--- src/rtl/dbg_key_gate_pkg.sv ---
// Package: shared constants and types for the key-locked debug gate.
// Assumes a two-bit boot source code, with 2'b11 meaning internal memory.
package dbg_key_gate_pkg;
    localparam int BOOT_W = 2;
    localparam logic [BOOT_W-1:0] BOOT_INTERNAL = 2'b11;

    typedef enum logic {
        GATE_LOCKED   = 1'b0,
        GATE_UNLOCKED = 1'b1
    } gate_state_t;
endpackage

--- src/rtl/dkg_key_sreg.sv ---
// Key shift register with a shifted-bit counter.
// It shifts serial data in LSB first toward bit 0 on a selected shift strobe.
// It counts shifts up to KEY_W and saturates there. A selected update clears
// the count. The strobes are assumed to come from a controller that never
// raises shift and update together.
module dkg_key_sreg #(
    parameter int KEY_W = 64
) (
    input  logic             clk,
    input  logic             rst_n,
    input  logic             key_sel,
    input  logic             shift_dr,
    input  logic             update_dr,
    input  logic             tdi,
    output logic [KEY_W-1:0] key_q,
    output logic             full,
    output logic             tdo
);
    localparam int CNT_W = $clog2(KEY_W + 1);
    localparam logic [CNT_W-1:0] CNT_MAX = CNT_W'(KEY_W);

    logic [CNT_W-1:0] cnt_q;
    logic             do_shift;
    logic             do_update;

    assign do_shift  = key_sel && shift_dr;
    assign do_update = key_sel && update_dr;

    // Shift new serial data in at the top bit, moving old bits toward bit 0.
    always_ff @(posedge clk) begin
        if (!rst_n) begin
            key_q <= '0;
        end else if (do_shift) begin
            key_q <= {tdi, key_q[KEY_W-1:1]};
        end
    end

    // Count shifts since the last selected update, saturating at the key length.
    always_ff @(posedge clk) begin
        if (!rst_n) begin
            cnt_q <= '0;
        end else if (do_update) begin
            cnt_q <= '0;
        end else if (do_shift && (cnt_q != CNT_MAX)) begin
            cnt_q <= cnt_q + 1'b1;
        end
    end

    assign full = (cnt_q == CNT_MAX);
    assign tdo  = key_q[0];
endmodule

--- src/rtl/dkg_key_cmp.sv ---
// Full-width key comparator.
// It splits the key into SEG_W-bit segments, compares each one in parallel
// and ANDs the results, so all bits are judged in one cycle.
// Assumes KEY_W is a multiple of SEG_W.
module dkg_key_cmp #(
    parameter int KEY_W = 64,
    parameter int SEG_W = 8
) (
    input  logic [KEY_W-1:0] key_a,
    input  logic [KEY_W-1:0] key_b,
    output logic             match
);
    localparam int N_SEG = KEY_W / SEG_W;

    logic [N_SEG-1:0] seg_eq;

    for (genvar g = 0; g < N_SEG; g++) begin : g_seg
        // Equality of one segment.
        assign seg_eq[g] = (key_a[g*SEG_W +: SEG_W] == key_b[g*SEG_W +: SEG_W]);
    end

    assign match = &seg_eq;
endmodule

--- src/rtl/dkg_lock_fsm.sv ---
// Lock state machine.
// It leaves the locked state only on a selected update that arrives with a
// full-length match. After that it stays unlocked until reset.
module dkg_lock_fsm
    import dbg_key_gate_pkg::*;
(
    input  logic clk,
    input  logic rst_n,
    input  logic key_sel,
    input  logic update_dr,
    input  logic match,
    input  logic full,
    output logic open_q
);
    gate_state_t state_q;
    gate_state_t state_d;

    // Next-state choice: one way only, from locked to unlocked.
    always_comb begin
        state_d = state_q;
        if (state_q == GATE_LOCKED && key_sel && update_dr && match && full) begin
            state_d = GATE_UNLOCKED;
        end
    end

    // State register, cleared to locked by reset.
    always_ff @(posedge clk) begin
        if (!rst_n) begin
            state_q <= GATE_LOCKED;
        end else begin
            state_q <= state_d;
        end
    end

    assign open_q = (state_q == GATE_UNLOCKED);
endmodule

--- src/rtl/dbg_key_gate.sv ---
// Top of the key-locked debug and boot gate.
// It joins the key register, the comparator and the lock FSM, and gates the
// emulation enable and the boot source. Assumes stored_key is stable while
// an update is in progress.
module dbg_key_gate
    import dbg_key_gate_pkg::*;
#(
    parameter int KEY_W = 64,
    parameter int SEG_W = 8
) (
    input  logic              clk,
    input  logic              rst_n,
    input  logic              sec_en,
    input  logic              key_sel,
    input  logic              shift_dr,
    input  logic              update_dr,
    input  logic              tdi,
    output logic              tdo,
    input  logic [KEY_W-1:0]  stored_key,
    input  logic [BOOT_W-1:0] boot_cfg,
    output logic [BOOT_W-1:0] boot_src,
    output logic              emu_en,
    output logic              unlocked
);
    logic [KEY_W-1:0] key_q;
    logic             full;
    logic             match;
    logic             open_q;

    dkg_key_sreg #(.KEY_W(KEY_W)) u_sreg (
        .clk       (clk),
        .rst_n     (rst_n),
        .key_sel   (key_sel),
        .shift_dr  (shift_dr),
        .update_dr (update_dr),
        .tdi       (tdi),
        .key_q     (key_q),
        .full      (full),
        .tdo       (tdo)
    );

    dkg_key_cmp #(.KEY_W(KEY_W), .SEG_W(SEG_W)) u_cmp (
        .key_a (key_q),
        .key_b (stored_key),
        .match (match)
    );

    dkg_lock_fsm u_fsm (
        .clk       (clk),
        .rst_n     (rst_n),
        .key_sel   (key_sel),
        .update_dr (update_dr),
        .match     (match),
        .full      (full),
        .open_q    (open_q)
    );

    // Output gating: open when unlocked or when protection is off.
    always_comb begin
        unlocked = open_q || !sec_en;
        emu_en   = unlocked;
        boot_src = unlocked ? boot_cfg : BOOT_INTERNAL;
    end
endmodule

--- config.mk ---
export PLATFORM = sky130hd
export DESIGN_NAME = dbg_key_gate
export DESIGN_NICKNAME = d
export VERILOG_FILES = /design/src/rtl/dbg_key_gate_pkg.sv /design/src/rtl/dkg_key_sreg.sv /design/src/rtl/dkg_key_cmp.sv /design/src/rtl/dkg_lock_fsm.sv /design/src/rtl/dbg_key_gate.sv
export SDC_FILE = /design/constraint.sdc
export NUM_CORES = 1
export LEC_CHECK = 0
export BUFFER_PORTS_ARGS = -buffer_cell sky130_fd_sc_hd__clkbuf_2
export CAP_MARGIN = 20
export CORE_MARGIN = 5
export CORE_UTILIZATION = 49
export DETAILED_ROUTE_END_ITERATION = 16
export GPL_TIMING_DRIVEN = 0
export PLACE_DENSITY_LB_ADDON = 0.15
export REMOVE_ABC_BUFFERS = 1
export SLEW_MARGIN = 20
export SYNTH_ARGS = -nofsm -noshare
export SYNTH_HDL_FRONTEND = slang
export SYNTH_SLANG_ARGS = --single-unit
--- constraint.sdc ---
create_clock -name clk -period 1.7 [get_ports clk]
set_clock_uncertainty 0.15 [all_clocks]
set_input_delay 0.34 -clock clk [delete_from_list [all_inputs] [get_ports clk]]
set_output_delay 0.34 -clock clk [all_outputs]
set_load 0.02 [all_outputs]
=== Yosys cells after proc, flatten, opt, wreduce, memory -nomap -nowiden ===
Index checks and enable logic that the tools add are counted.

* Register bits: 72
* Word-level logic and storage cells: 28
* Input port bits: 73
* Output and inout bits: 5

* Bitwise logic cells: 2
* Add/sub/neg operators: 1
* Equality and inequality tests: 10
* Muxes and demuxes: 1
* Reductions and logical operators: 11

{| class="wikitable"
|+ Operators with widths
! operator !! number
|-
| 8-bit == test || 8
|-
| 8-bit AND reduction || 1
|-
| 7-bit by 1-bit adder with 7-bit output, second input constant || 1
|-
| 7-bit == test, second input constant || 1
|-
| 1-bit logical AND || 7
|-
| 7-bit != test, second input constant || 1
|-
| 2-bit two-way mux || 1
|-
| 1-bit NOT || 2
|-
| 2-bit OR reduction || 1
|-
| 1-bit logical NOT || 1
|-
| 1-bit logical OR || 1
|}

=== Depth between registers and ports, before layout ===
* Depth in word-level cells: 5
* Mapped depth: 7
* Gate-level depth less buffers: 7

=== By module ===
A second synthesis with hierarchy kept.

* Cell total of the unflattened synthesis: 415
* Area, all modules: 3480.8 um2

{| class="wikitable"
|+ By module, submodules not included
! module !! cells each !! instances !! area an instance (um2)
|-
| dkg_key_sreg || 323 || 1 || 2711.4
|-
| dkg_key_cmp || 85 || 1 || 698.2
|-
| dbg_key_gate || 4 || 1 || 36.3
|-
| dkg_lock_fsm || 3 || 1 || 35.0
|}

=== Worst setup path before layout ===
No wires, ideal clock.

* Path kind: register to register
* Start: register u_sreg.cnt_q[0]
* End: register u_sreg.cnt_q[2]
* Arrival: 1.323 ns
* Stages on the path, launching flop included: 8
* Library setup time: 0.120 ns
* Path slack: 0.107 ns
* Buffers on the path: 0
* Path through: dfxtp_1 > inv_1 > ha_1 > nor2b_1 > a41oi_1 > nand2_1 > xnor2_1 > nor2_1

* Word-level cells in the longest chain between the ends: 2
* Elaborated cells between the ends (all ways): 3

{| class="wikitable"
|+ RTL lines
! item !! RTL line !! text
|-
| from (decl) || dkg_key_sreg.sv:22 || <nowiki>logic [CNT_W-1:0] cnt_q;</nowiki>
|-
| from (signal assigned) || dkg_key_sreg.sv:45 || <nowiki>cnt_q <= cnt_q + 1'b1;</nowiki>
|-
| parallel branches: the longest is 2 deep, another holds 7-bit by 1-bit adder with 7-bit output || - ||
|}

Parallel ways; which one is timed is not known.
A chain may end at the register's enable or synchronous reset.

=== Worst setup path in the final report ===
* Start: register u_sreg.cnt_q[0]
* End: register u_fsm.state_q (netlist: u_fsm.open_q)

* Word-level cells in the longest chain between the ends: 2

{| class="wikitable"
|+ RTL lines
! item !! RTL line !! text
|-
| 7-bit == test || dkg_key_sreg.sv:49 || <nowiki>assign full = (cnt_q == CNT_MAX);</nowiki>
|-
| 1-bit logical AND || dkg_lock_fsm.sv:21 || <nowiki>if (state_q == GATE_LOCKED && key_sel && update_dr && match && full) begin</nowiki>
|-
| to (signal assigned) || dkg_lock_fsm.sv:31 || <nowiki>state_q <= state_d;</nowiki>
|-
| to (decl) || dkg_lock_fsm.sv:15 || <nowiki>gate_state_t state_q;</nowiki>
|}

Every way passes these cells.

==> key figures <==
Run status
  • Status: finished with violations
  • Failing checks: setup timing

Layout
  • # nets final: 584
  • Ratio of cells with drive above 1 in the final layout: 0.222
  • # diodes: 0
  • Fill count: 672
  • Final core utilization: 0.593
  • Area grow syn2layout: 19.7%

Global routing
  • Largest net degree at the start of global routing: 68
  • Global-route wire length before repair: 14500 µm
  • Initial antenna violation count: 0
  • Total grt overflow: 0
  • All-layer global routing usage: 0.210
  • Vias in the first global route: 3021

Place
  • Dpl hpwl: 6250 µm
  • Port Buffers: 77
  • Pre-CTS setup slack: -0.675 ns
  • Routability congestion estimate: 0.834

Synth
  • Largest area contributor in the netlist: dfxtp_1
  • Sequential share of the synthesized area: 0.405
  • Asr flop ratio synth: 0
  • Number of synthesized register bits: 72
  • Number of synthesized flops with an enable pin: 0
  • Synthesized cell area: 0.00355 mm²
  • Main synth FF type: dfxtp_1
  • Syn_area_per_cell: 8.12 µm²
  • Count leader, synth: nand2_1
  • Mapped Cells: 438
  • Top-area cell type share of the netlist area: 0.405
  • Yosys warnings: 0
  • Post-synth cell types: 34
  • Synth top area cells: dfxtp_1, nand2_1, a21boi_0
  • Top post-synthesis cells by count: nand2_1, dfxtp_1, a21boi_0, xor2_1, xnor2_1

Route
  • Vias: 3127
  • Drt wl/cell: 14.4 µm
  • Total wire length: 8840 µm
  • Number of vias per cell: 5.10
  • Antenna-violating nets left: 0
  • First-pass iteration count of the detailed router: 5
  • DRC Markers: 0
  • Iteration-0 DRC Markers: 163

Critical path
  • R2R Path End: u_fsm.open_q$_SDFFE_PN0P_
  • CP Data Required Time: 1.82 ns
  • Reg2Reg Depth: 7
  • Reg-to-reg setup timing slack: -0.04 ns
  • CP Data Arrival Time: 1.87 ns
  • CP max FO: 2
  • CP Class: reg -> reg
  • Crit end category: flop
  • CP Launch Type: flop
  • RR Startpoint: u_sreg.cnt_q[0]$_SDFFE_PP0P_

Worst hold path
  • HP Start: tdi
  • Hold Path Cell Cnt: 3
  • Hold EP: u_sreg.key_q[63]$_SDFFE_PN0P_
  • HP Class: in -> reg

Run
  • Max Cap Viol: 0

Timing
  • PnR worst setup slack: -0.0445 ns
  • Slew headroom: 0.521
  • RSZ-0062 raised after global routing: true
  • Worst-Margin Slew: 0.718 ns
  • Final Hold Viols: 0
  • Final Cycle Share: 1.03
  • Maximum clock rate: 573 MHz
  • Slew Viols, Final: 0
  • Final Setup Violations: 1
  • Minimum clock period: 1.74 ns
  • Final setup TNS: -0.0445 ns

Pwr
  • Psw: 0.833 mW
  • Worst VDD drop: 0.494 mV
  • P_int: 2.54 mW
  • Clk pwr share: 0.407
  • Switching portion of total power: 0.247
  • Leakage: 1.62 nW
  • Power density cells: 793 mW/mm²
  • Flop pwr share: 0.501
  • Power share of the combinational group: 0.092

CTS
  • H-tree lvl count: 3
  • Max clock buf depth: 2
  • CTS tree: built
  • Clock transition at path regs: 0.08 ns
  • CTS Hold Buffers Added: 0
  • Clk_lat worst skew: 0.36 ns
  • Clock root buffer: clkbuf_8
  • Num CTS Buffers: 9
  • # clock sinks: 72

Die
  • Core Area: 0.00718 mm²
  • Die ar.: 0.00906 mm²
  • I/O pins: 78
  • Die Span X: 95.2 µm
  • Std-Cell Rows: 31
  • Die Ht: 95.2 µm
  • Starting Density: 0.495
[final cells by class]
| type | count | area [µm²] | area share |
|---|---|---|---|
| clock buffer | 11 | 141 | 0.0332 |
| inverter | 17 | 63.8 | 0.0150 |
| tap | 99 | 124 | 0.0291 |
| multi-input combinational | 327 | 2000 | 0.469 |
| sequential | 72 | 1450 | 0.341 |
| timing repair buffer | 82 | 425 | 0.0999 |
| clock inverter | 5 | 56.3 | 0.0132 |
[routing by layer]
metal  vias up  part of all wire  GRT usage
met5         -                 0          0
met4         0             0.020     0.0865
met3        11             0.059     0.0434
met1      1443              0.45      0.278
li1       1581                 -          -
met2        92              0.47      0.332
[cells in the final DEF (no fill, tap or decap), drive strengths merged, types with 5 or more instances in the layout]
| cell | n |
|---|---|
| clkbuf | 87 |
| nand4 | 10 |
| xnor2 | 22 |
| nor4 | 9 |
| nor2b | 9 |
| nor2 | 9 |
| o2111ai | 5 |
| nand2 | 133 |
| buf | 6 |
| dfxtp | 72 |
| a21boi | 64 |
| nand2b | 18 |
| xor2 | 24 |
| inv | 17 |
[how the worst max path moves through the flow]
stage | endpoint | slack [ns] | from | cells past startpoint
2_1_floorplan | u_sreg.cnt_q[2]$_SDFFE_PP0P_ | -0.63 | key_sel | 5
6_report | u_fsm.open_q$_SDFFE_PN0P_ | -0.04 | u_sreg.cnt_q[0]$_SDFFE_PP0P_ | 7
4_1_cts | u_fsm.open_q$_SDFFE_PN0P_ | -0.02 | u_sreg.cnt_q[1]$_SDFFE_PP0P_ | 7
3_3_place_gp | u_sreg.cnt_q[2]$_SDFFE_PP0P_ | -1.48 | key_sel | 6
3_5_place_dp | u_fsm.open_q$_SDFFE_PN0P_ | -0.67 | rst_n | 5
5_1_grt | u_fsm.open_q$_SDFFE_PN0P_ | -0.09 | u_sreg.cnt_q[1]$_SDFFE_PP0P_ | 7
[state kept, by name, indices dropped and copies added (netlist names)]
name	flops
u_sreg.key_q	64
u_fsm.open_q	1
u_sreg.cnt_q	7
[worst max-delay path, stage by stage (launching register included)]
cell	delay (ns)
dfxtp_2	0.33
inv_2	0.07
ha_4	0.12
nor2b_4	0.13
nand4_1	0.12
nor4_2	0.30
nand4_1	0.19
o31ai_2	0.24
[per-stage QoR]
| stage | total power, mW | cells | cell area (µm²) | hold slack [ns] |
|---|---|---|---|---|
| after floorplan | 1.87 | 416 | 3470 | 0.275 |
| after global placement | 2.03 | 592 | 3980 | 0.309 |
| after detailed placement | 2.03 | 592 | 3990 | 0.314 |
| after CTS | 3.40 | 613 | 4260 | 0.0651 |
| after global routing | 3.51 | 613 | 4260 | 0.0885 |
| final | 3.38 | 613 | 4260 | 0.0695 |
[repair_timing]
action | CTS | global route
setup endpoints to repair | 2 | 3
setup buffers | 5 | 0
resized for setup | 15 | 1
pin swaps | 9 | 1
[cell families (layout without fill, tap and decap cells)]
family,count (synthesis),in the layout,synth area share
buf+inv,39,115,0.0429
fa+ha+maj,2,2,0.00704
compound gates,84,84,0.184
simple gates,195,195,0.247
xor+xnor,46,46,0.113
flops,72,72,0.405
[power groups by stage]
stage               sequential (mW)  combinational (mW)  clock, mW
global route                   1.69               0.340       1.48
finish                         1.69               0.312       1.37
detailed placement             1.73               0.303          0
global placement               1.73               0.298          0
CTS                            1.69               0.313       1.40
floorplan                      1.73               0.138          0
Power figures use the tool's default switching activity.
